--- src/rtl/cfg_pkg.sv ---
package cfg_pkg;
  typedef enum logic [2:0] {
    ST_IDLE = 3'd0,
    ST_RX   = 3'd1,
    ST_ACK  = 3'd2,
    ST_TX   = 3'd3,
    ST_MACK = 3'd4
  } bus_st_t;

  typedef enum logic [1:0] {
    PH_ADDR = 2'd0,
    PH_SKIP = 2'd1,
    PH_DATA = 2'd2
  } rx_ph_t;

  typedef enum logic [1:0] {
    FN_NORMAL = 2'b00,
    FN_TEST   = 2'b01,
    FN_SPREAD = 2'b10,
    FN_FLOAT  = 2'b11
  } fn_sel_t;

  localparam logic [7:0] REG0_RST  = 8'h00;
  localparam logic [7:0] REGN_RST  = 8'hFF;
  localparam logic [7:0] PAST_END  = 8'hFF;
endpackage

--- src/rtl/cfg_line_sampler.sv ---
module cfg_line_sampler #(
  parameter int SYNC = 2
) (
  input  logic clk,
  input  logic rst_n,
  input  logic scl_in,
  input  logic sda_in,
  output logic scl_lvl,
  output logic sda_lvl,
  output logic scl_rise,
  output logic scl_fall,
  output logic start_det,
  output logic stop_det
);
  logic [SYNC-1:0] scl_sh, sda_sh;
  logic            scl_d, sda_d;

  always_ff @(posedge clk or negedge rst_n) begin
    if (!rst_n) begin
      scl_sh <= '1;
      sda_sh <= '1;
      scl_d  <= 1'b1;
      sda_d  <= 1'b1;
    end else begin
      scl_sh <= {scl_sh[SYNC-2:0], scl_in};
      sda_sh <= {sda_sh[SYNC-2:0], sda_in};
      scl_d  <= scl_sh[SYNC-1];
      sda_d  <= sda_sh[SYNC-1];
    end
  end

  assign scl_lvl   = scl_sh[SYNC-1];
  assign sda_lvl   = sda_sh[SYNC-1];
  assign scl_rise  = scl_lvl & ~scl_d;
  assign scl_fall  = ~scl_lvl & scl_d;
  assign start_det = scl_lvl & scl_d & sda_d & ~sda_lvl;
  assign stop_det  = scl_lvl & scl_d & ~sda_d & sda_lvl;
endmodule

--- src/rtl/cfg_bus_fsm.sv ---
module cfg_bus_fsm
  import cfg_pkg::*;
#(
  parameter int         NUM_REGS = 6,
  parameter logic [6:0] DEV_ADDR = 7'h69,
  parameter int         IDX_W    = $clog2(NUM_REGS + 1)
) (
  input  logic             clk,
  input  logic             rst_n,
  input  logic             scl_lvl,
  input  logic             sda_lvl,
  input  logic             scl_rise,
  input  logic             scl_fall,
  input  logic             start_det,
  input  logic             stop_det,
  input  logic [7:0]       rd_byte,
  output logic [IDX_W-1:0] rd_idx,
  output logic             wr_en,
  output logic [IDX_W-1:0] wr_idx,
  output logic [7:0]       wr_data,
  output logic             sda_pull
);
  localparam logic [IDX_W-1:0] LAST_IDX = IDX_W'(NUM_REGS);

  bus_st_t          st_q, st_d;
  rx_ph_t           ph_q, ph_d;
  logic [2:0]       bit_q, bit_d;
  logic [7:0]       sh_q, sh_d;
  logic             full_q, full_d;
  logic             skip_q, skip_d;
  logic             rd_q, rd_d;
  logic             mack_q, mack_d;
  logic             pull_q, pull_d;
  logic [IDX_W-1:0] idx_q, idx_d;

  always_comb begin
    st_d   = st_q;
    ph_d   = ph_q;
    bit_d  = bit_q;
    sh_d   = sh_q;
    full_d = full_q;
    skip_d = skip_q;
    rd_d   = rd_q;
    mack_d = mack_q;
    pull_d = pull_q;
    idx_d  = idx_q;
    wr_en  = 1'b0;
    if (start_det) begin
      st_d   = ST_RX;
      ph_d   = PH_ADDR;
      bit_d  = 3'd0;
      full_d = 1'b0;
      pull_d = 1'b0;
      idx_d  = '0;
    end else if (stop_det) begin
      st_d   = ST_IDLE;
      pull_d = 1'b0;
    end else begin
      unique case (st_q)
        ST_RX: begin
          if (scl_rise && !full_q) begin
            sh_d  = {sh_q[6:0], sda_lvl};
            bit_d = bit_q + 3'd1;
            if (bit_q == 3'd7) full_d = 1'b1;
          end else if (scl_fall && full_q) begin
            full_d = 1'b0;
            unique case (ph_q)
              PH_ADDR: begin
                if (sh_q[7:1] == DEV_ADDR) begin
                  st_d   = ST_ACK;
                  pull_d = 1'b1;
                  rd_d   = sh_q[0];
                  ph_d   = PH_SKIP;
                  skip_d = 1'b0;
                  idx_d  = '0;
                end else begin
                  st_d = ST_IDLE;
                end
              end
              PH_SKIP: begin
                st_d   = ST_ACK;
                pull_d = 1'b1;
                if (skip_q) ph_d = PH_DATA;
                skip_d = 1'b1;
              end
              default: begin
                st_d   = ST_ACK;
                pull_d = 1'b1;
                if (idx_q < LAST_IDX) begin
                  wr_en = 1'b1;
                  idx_d = idx_q + IDX_W'(1);
                end
              end
            endcase
          end
        end
        ST_ACK: begin
          if (scl_fall) begin
            if (rd_q) begin
              st_d   = ST_TX;
              sh_d   = rd_byte;
              pull_d = ~rd_byte[7];
              bit_d  = 3'd0;
            end else begin
              st_d   = ST_RX;
              pull_d = 1'b0;
              bit_d  = 3'd0;
            end
          end
        end
        ST_TX: begin
          if (scl_fall) begin
            if (bit_q == 3'd7) begin
              st_d   = ST_MACK;
              pull_d = 1'b0;
              bit_d  = 3'd0;
              mack_d = 1'b0;
              if (idx_q < LAST_IDX) idx_d = idx_q + IDX_W'(1);
            end else begin
              sh_d   = {sh_q[6:0], 1'b1};
              pull_d = ~sh_q[6];
              bit_d  = bit_q + 3'd1;
            end
          end
        end
        ST_MACK: begin
          if (scl_rise) begin
            mack_d = ~sda_lvl;
          end else if (scl_fall) begin
            if (mack_q) begin
              st_d   = ST_TX;
              sh_d   = rd_byte;
              pull_d = ~rd_byte[7];
              bit_d  = 3'd0;
            end else begin
              st_d = ST_IDLE;
            end
          end
        end
        default: ;
      endcase
    end
  end

  always_ff @(posedge clk or negedge rst_n) begin
    if (!rst_n) begin
      st_q   <= ST_IDLE;
      ph_q   <= PH_ADDR;
      bit_q  <= 3'd0;
      sh_q   <= 8'h00;
      full_q <= 1'b0;
      skip_q <= 1'b0;
      rd_q   <= 1'b0;
      mack_q <= 1'b0;
      pull_q <= 1'b0;
      idx_q  <= '0;
    end else begin
      st_q   <= st_d;
      ph_q   <= ph_d;
      bit_q  <= bit_d;
      sh_q   <= sh_d;
      full_q <= full_d;
      skip_q <= skip_d;
      rd_q   <= rd_d;
      mack_q <= mack_d;
      pull_q <= pull_d;
      idx_q  <= idx_d;
    end
  end

  assign rd_idx   = idx_q;
  assign wr_idx   = idx_q;
  assign wr_data  = sh_q;
  assign sda_pull = pull_q;

  // the pull-down only moves while the synchronized SCL is low
  a_r8_pull_moves_scl_low: assert property (@(posedge clk) disable iff (!rst_n)
    !$stable(pull_q) |-> !scl_lvl);

  // SDA is only grabbed right after a detected SCL falling edge
  a_r1_pull_after_fall: assert property (@(posedge clk) disable iff (!rst_n)
    $rose(pull_q) |-> $past(scl_fall));

  // the byte pointer saturates one past the last register
  a_r9_idx_saturates: assert property (@(posedge clk) disable iff (!rst_n)
    idx_q <= LAST_IDX);
endmodule

--- src/rtl/cfg_reg_bank.sv ---
module cfg_reg_bank
  import cfg_pkg::*;
#(
  parameter int NUM_REGS = 6,
  parameter int IDX_W    = $clog2(NUM_REGS + 1)
) (
  input  logic                  clk,
  input  logic                  rst_n,
  input  logic                  wr_en,
  input  logic [IDX_W-1:0]      wr_idx,
  input  logic [7:0]            wr_data,
  input  logic [IDX_W-1:0]      rd_idx,
  output logic [7:0]            rd_data,
  output logic [NUM_REGS*8-1:0] regs_flat
);
  logic [7:0] regs_q [NUM_REGS];
  logic [7:0] regs_d [NUM_REGS];

  for (genvar i = 0; i < NUM_REGS; i++) begin : g_reg
    localparam logic [7:0] RST_VAL = (i == 0) ? REG0_RST : REGN_RST;
    logic hit;
    assign hit       = wr_en && (wr_idx == IDX_W'(i));
    assign regs_d[i] = hit ? wr_data : regs_q[i];

    always_ff @(posedge clk or negedge rst_n) begin
      if (!rst_n) regs_q[i] <= RST_VAL;
      else        regs_q[i] <= regs_d[i];
    end

    assign regs_flat[i*8 +: 8] = regs_q[i];

    // a register changes only under a strobe aimed at its own index
    a_r3_change_needs_strobe: assert property (@(posedge clk) disable iff (!rst_n)
      !$stable(regs_q[i]) |-> ($past(wr_en) && ($past(wr_idx) == IDX_W'(i))));
  end

  always_comb begin
    rd_data = PAST_END;
    for (int k = 0; k < NUM_REGS; k++) begin
      if (rd_idx == IDX_W'(k)) rd_data = regs_q[k];
    end
  end
endmodule

--- src/rtl/clkcfg_serial_slave.sv ---
module clkcfg_serial_slave
  import cfg_pkg::*;
#(
  parameter int         NUM_REGS    = 6,
  parameter logic [6:0] DEV_ADDR    = 7'h69,
  parameter int         SYNC_STAGES = 2
) (
  input  logic                  clk,
  input  logic                  rst_n,
  input  logic                  scl_in,
  input  logic                  sda_in,
  output logic                  sda_pull,
  input  logic                  oe_pin,
  output logic [NUM_REGS*8-1:0] cfg_flat,
  output logic                  out_float,
  output logic                  test_mode,
  output logic                  spread_en
);
  localparam int IDX_W = $clog2(NUM_REGS + 1);

  logic [1:0] rst_sh;
  logic       rst_core_n;

  always_ff @(posedge clk or negedge rst_n) begin
    if (!rst_n) rst_sh <= 2'b00;
    else        rst_sh <= {rst_sh[0], 1'b1};
  end
  assign rst_core_n = rst_sh[1];

  logic scl_lvl, sda_lvl, scl_rise, scl_fall, start_det, stop_det;
  logic             wr_en;
  logic [IDX_W-1:0] wr_idx, rd_idx;
  logic [7:0]       wr_data, rd_byte;

  cfg_line_sampler #(.SYNC(SYNC_STAGES)) u_sampler (
    .clk       (clk),
    .rst_n     (rst_core_n),
    .scl_in    (scl_in),
    .sda_in    (sda_in),
    .scl_lvl   (scl_lvl),
    .sda_lvl   (sda_lvl),
    .scl_rise  (scl_rise),
    .scl_fall  (scl_fall),
    .start_det (start_det),
    .stop_det  (stop_det)
  );

  cfg_bus_fsm #(.NUM_REGS(NUM_REGS), .DEV_ADDR(DEV_ADDR), .IDX_W(IDX_W)) u_fsm (
    .clk       (clk),
    .rst_n     (rst_core_n),
    .scl_lvl   (scl_lvl),
    .sda_lvl   (sda_lvl),
    .scl_rise  (scl_rise),
    .scl_fall  (scl_fall),
    .start_det (start_det),
    .stop_det  (stop_det),
    .rd_byte   (rd_byte),
    .rd_idx    (rd_idx),
    .wr_en     (wr_en),
    .wr_idx    (wr_idx),
    .wr_data   (wr_data),
    .sda_pull  (sda_pull)
  );

  cfg_reg_bank #(.NUM_REGS(NUM_REGS), .IDX_W(IDX_W)) u_bank (
    .clk       (clk),
    .rst_n     (rst_core_n),
    .wr_en     (wr_en),
    .wr_idx    (wr_idx),
    .wr_data   (wr_data),
    .rd_idx    (rd_idx),
    .rd_data   (rd_byte),
    .regs_flat (cfg_flat)
  );

  fn_sel_t fn;
  assign fn        = fn_sel_t'(cfg_flat[1:0]);
  assign out_float = !oe_pin || (fn == FN_FLOAT);
  assign test_mode = oe_pin && (fn == FN_TEST);
  assign spread_en = oe_pin && (fn == FN_SPREAD);
endmodule

--- config.mk ---
export PLATFORM = sky130hd
export DESIGN_NAME = clkcfg_serial_slave
export DESIGN_NICKNAME = d
export VERILOG_FILES = /design/src/rtl/cfg_pkg.sv /design/src/rtl/cfg_line_sampler.sv /design/src/rtl/cfg_bus_fsm.sv /design/src/rtl/cfg_reg_bank.sv /design/src/rtl/clkcfg_serial_slave.sv
export SDC_FILE = /design/constraint.sdc
export NUM_CORES = 1
export LEC_CHECK = 0
export ABC_AREA = 1
export BUFFER_PORTS_ARGS = -buffer_cell sky130_fd_sc_hd__clkbuf_2
export CAP_MARGIN = 20
export CORE_MARGIN = 3
export CORE_UTILIZATION = 45
export DETAILED_ROUTE_END_ITERATION = 12
export GPL_TIMING_DRIVEN = 1
export REMOVE_ABC_BUFFERS = 1
export SYNTH_ARGS = -nofsm -noshare
export SYNTH_HDL_FRONTEND = slang
export SYNTH_SLANG_ARGS = --single-unit
--- constraint.sdc ---
create_clock -name clk -period 3.25 [get_ports clk]
set_input_delay 0.1625 -clock clk [delete_from_list [all_inputs] [get_ports clk]]
set_output_delay 0.1625 -clock clk [all_outputs]
set_load 0.005 [all_outputs]
==> metrics.txt <==
Clock Latency Late Sink 0.37 ns; Fmax 470.7 MHz; Leakage Power about 2.4 nW; worst hold slack 0.08743 ns; Ys Warns 0; Routed Antenna Nets 0; Worst Max-Slew Pin Slew 0.9987 ns; crit path kind reg2reg; fin crit period 2.125 ns; Clock Skews 0.01381 ns; most common cell after layout, fill and taps aside nand2_1; area of the mapped netlist 0.004367 sq mm; CTS H-tree depth 3; sequential area share after synthesis 0.4716; HP Class in2async; Root Buffer clkbuf_8; Post-Synthesis Cells 531; Yosys reg bits 80; Routability Congestion 0.9039; DRT Pass-1 Iters 4; most frequent CP cell nand2_1; GRT Total Usage 0.2202; IO buf count 56; VDD IR max about 280 uV; CP max stage delay 0.45 ns; met3 Usage GRT 0.04407; met1 usage in global routing 0.3131; number of global-route vias before repair 3568; fin nets 600; met2 GRT Util 0.3390; routed via count 3701; final setup vio count 0; Crit-path slowest cell dfrtp_1; final hold viol count 0; core area around 0.0093 sq mm; Slew HR 0.3342; Worst EP arrival 2.40 ns; CTS tree done; initial drt markers 181; chip width between 100 and 150 um; total clock sinks 80; layout cells sized above 1 0.2934; # DRC 0; CP Max Fanout 9; Num CTS Buffers 9; CP required between 3 and 4 ns; Die H 104.5 um; most used routing layer met2; Clock transition at path regs 0.09 ns; PwrDens 502.6 mW/mm^2; most frequent cells in the layout 142 x nand2_1, 56 x clkbuf_2, 54 x inv_1, 46 x dfstp_2, 43 x nor2_1; startpoint types flop; R2R cell count 13; reg2reg start u_fsm.rd_idx[2]; hpwl dp 8.421 mm; Slew Limit Fails 0; Mapped Avg Cell Area about 8 sq um; gr ovfl total 0; worst path cell trace inv_1 > ha_1 > clkinv_1 > nand2_1 > inv_1 > nand2_1 > nand2_1 > nand2_1 > nand2_1 > nand3_1 > nand2_1 > nand2_1 > nand2_1; setup TNS 0 ns; largest net degree at the start of global routing 79; Site Rows 35; max cap viols 0; R2R Setup Slk 1.13 ns; Vias/cell 5.126; P&R area growth vs syn 12.46%; die footprint 0.01092 sq mm; RSZ-0062 raised after global routing no; Cell variety after synth 36; global-route wire length before repair 18.93 mm; final period utilization 0.6537; CTS Buffer Depth 2; status finished, final reports clean; Initial Utilization 0.4681; wirelength, routed about 11 mm; io pins 57; Avg WL per Cell 15.76 um; initial antenna violation count 0; Setup crit end kind flop; n_diodes 0; RR Endpoint u_fsm.sda_pull
==> how the worst max path moves through the flow <==
| stage | startpoint | endpoint |
|---|---|---|
| after floorplan | rst_sh[1] | u_bank.regs_flat[0] |
| after global placement | u_fsm.rd_idx[2] | u_fsm.sda_pull |
| after detailed placement | u_fsm.rd_idx[2] | u_fsm.sda_pull |
| after CTS | u_fsm.rd_idx[2] | u_fsm.sda_pull |
| after global routing | u_fsm.rd_idx[2] | u_fsm.sda_pull |
| final | u_fsm.rd_idx[2] | u_fsm.sda_pull |
==> cells in the mapped netlist <==
| library cell | number | area [sq um] |
|---|---|---|
| nand3_2 | 3 | 30.03 |
| o21ai_0 | 30 | 150.1 |
| o22ai_1 | 2 | 12.51 |
| nand3_1 | 27 | 135.1 |
| buf_2 | 3 | 15.01 |
| buf_6 | 6 | 67.56 |
| nand2_2 | 6 | 37.54 |
| dfrtp_1 | 34 | 850.8 |
| dfstp_2 | 46 | 1209 |
| o211ai_1 | 5 | 37.54 |
| inv_2 | 6 | 22.52 |
| inv_4 | 1 | 6.260 |
| nor2_2 | 4 | 25.02 |
| nand4_1 | 8 | 50.05 |
| o21ai_2 | 16 | 140.1 |
| a21oi_2 | 1 | 8.760 |
| inv_1 | 54 | 202.7 |
| clkbuf_1 | 1 | 3.750 |
| nor3_1 | 6 | 30.03 |
| nand2_4 | 8 | 90.09 |
| nand2_1 | 142 | 533.0 |
| a21oi_1 | 24 | 120.1 |
| o21ai_1 | 26 | 130.1 |
| a31oi_1 | 1 | 6.260 |
| nand3_4 | 2 | 35.03 |
| inv_6 | 1 | 8.760 |
| ha_1 | 7 | 87.58 |
| nor2_1 | 43 | 161.4 |
| xor2_1 | 1 | 8.760 |
| conb_1 | 1 | 3.750 |
| buf_4 | 3 | 22.52 |
| o31ai_1 | 3 | 22.52 |
| o21bai_1 | 1 | 7.510 |
| nor2_4 | 6 | 67.56 |
| nor2_8 | 1 | 20.02 |
| clkinv_1 | 2 | 7.510 |
==> cells by family after synthesis <==
family                   share of synthesized area
AO/OA/AOI/OAI                               0.1456
XOR/XNOR                                  0.002006
adder cells (fa/ha/maj)                    0.02006
buffers and inverters                      0.08166
flip-flops                                  0.4716
other                                    0.0008588
AND/OR/NAND/NOR                             0.2782
==> layout make-up <==
cell class,count,area (sq um)
sequential,80,2063
multi-input combinational,374,1951
clock buffer,9,123.9
clock inverter,7,53.80
tap,129,161.4
timing repair buffer,59,310.3
fill,944,4417
inverter,64,247.7
==> metrics by stage <==
step	setup slack [ns]	instances	util	total power, mW	cell area [sq um]
after detailed placement	1.157	703	0.5042	1.783	4703
after floorplan	0.9374	518	-	1.604	4258
after CTS	1.150	722	0.5265	2.487	4911
final	1.125	722	0.5265	2.468	4911
after global routing	0.8917	722	0.5265	2.625	4911
after global placement	1.261	703	0.5042	1.774	4703
==> layer usage <==
| metal | vias to the layer above | routed length [um] |
|---|---|---|
| met2 | 101 | 5222 |
| met4 | 0 | 194 |
| met3 | 14 | 584 |
| met5 | - | 0 |
| met1 | 1752 | 5377 |
| li1 | 1834 | - |
==> worst max-delay path: cells and delay by family (launching register included) <==
kind,cells,cell delay (ns)
simple gates,9,0.60
fa+ha+maj,1,0.39
flops,1,0.45
buf+inv,3,0.59
==> sequential cells by signal, summed over array words and instances (netlist names), 2 cells and up <==
name,flops
u_fsm.bit_q,3
u_sampler.sda_sh,2
u_fsm.wr_data,8
u_sampler.scl_sh,2
u_fsm.rd_idx,3
u_bank.regs_flat,48
u_fsm.st_q,3
rst_sh,2
u_fsm.ph_q,2
==> repair_timing <==
item,CTS,global route
hold endpoints to repair,4,0
hold buffers,3,0
resized for setup,0,0
buffers inserted,0,0
endpoints found under the setup margin,0,0
==> where the power goes <==
part / total, mW / internal (mW) / switching (mW)
clock: 0.701 / 0.284 / 0.417
combinational: 0.571 / 0.169 / 0.401
sequential: 1.20 / 1.08 / 0.111
total: 2.47 / 1.54 / 0.930
(Power assumes the default switching activity.)
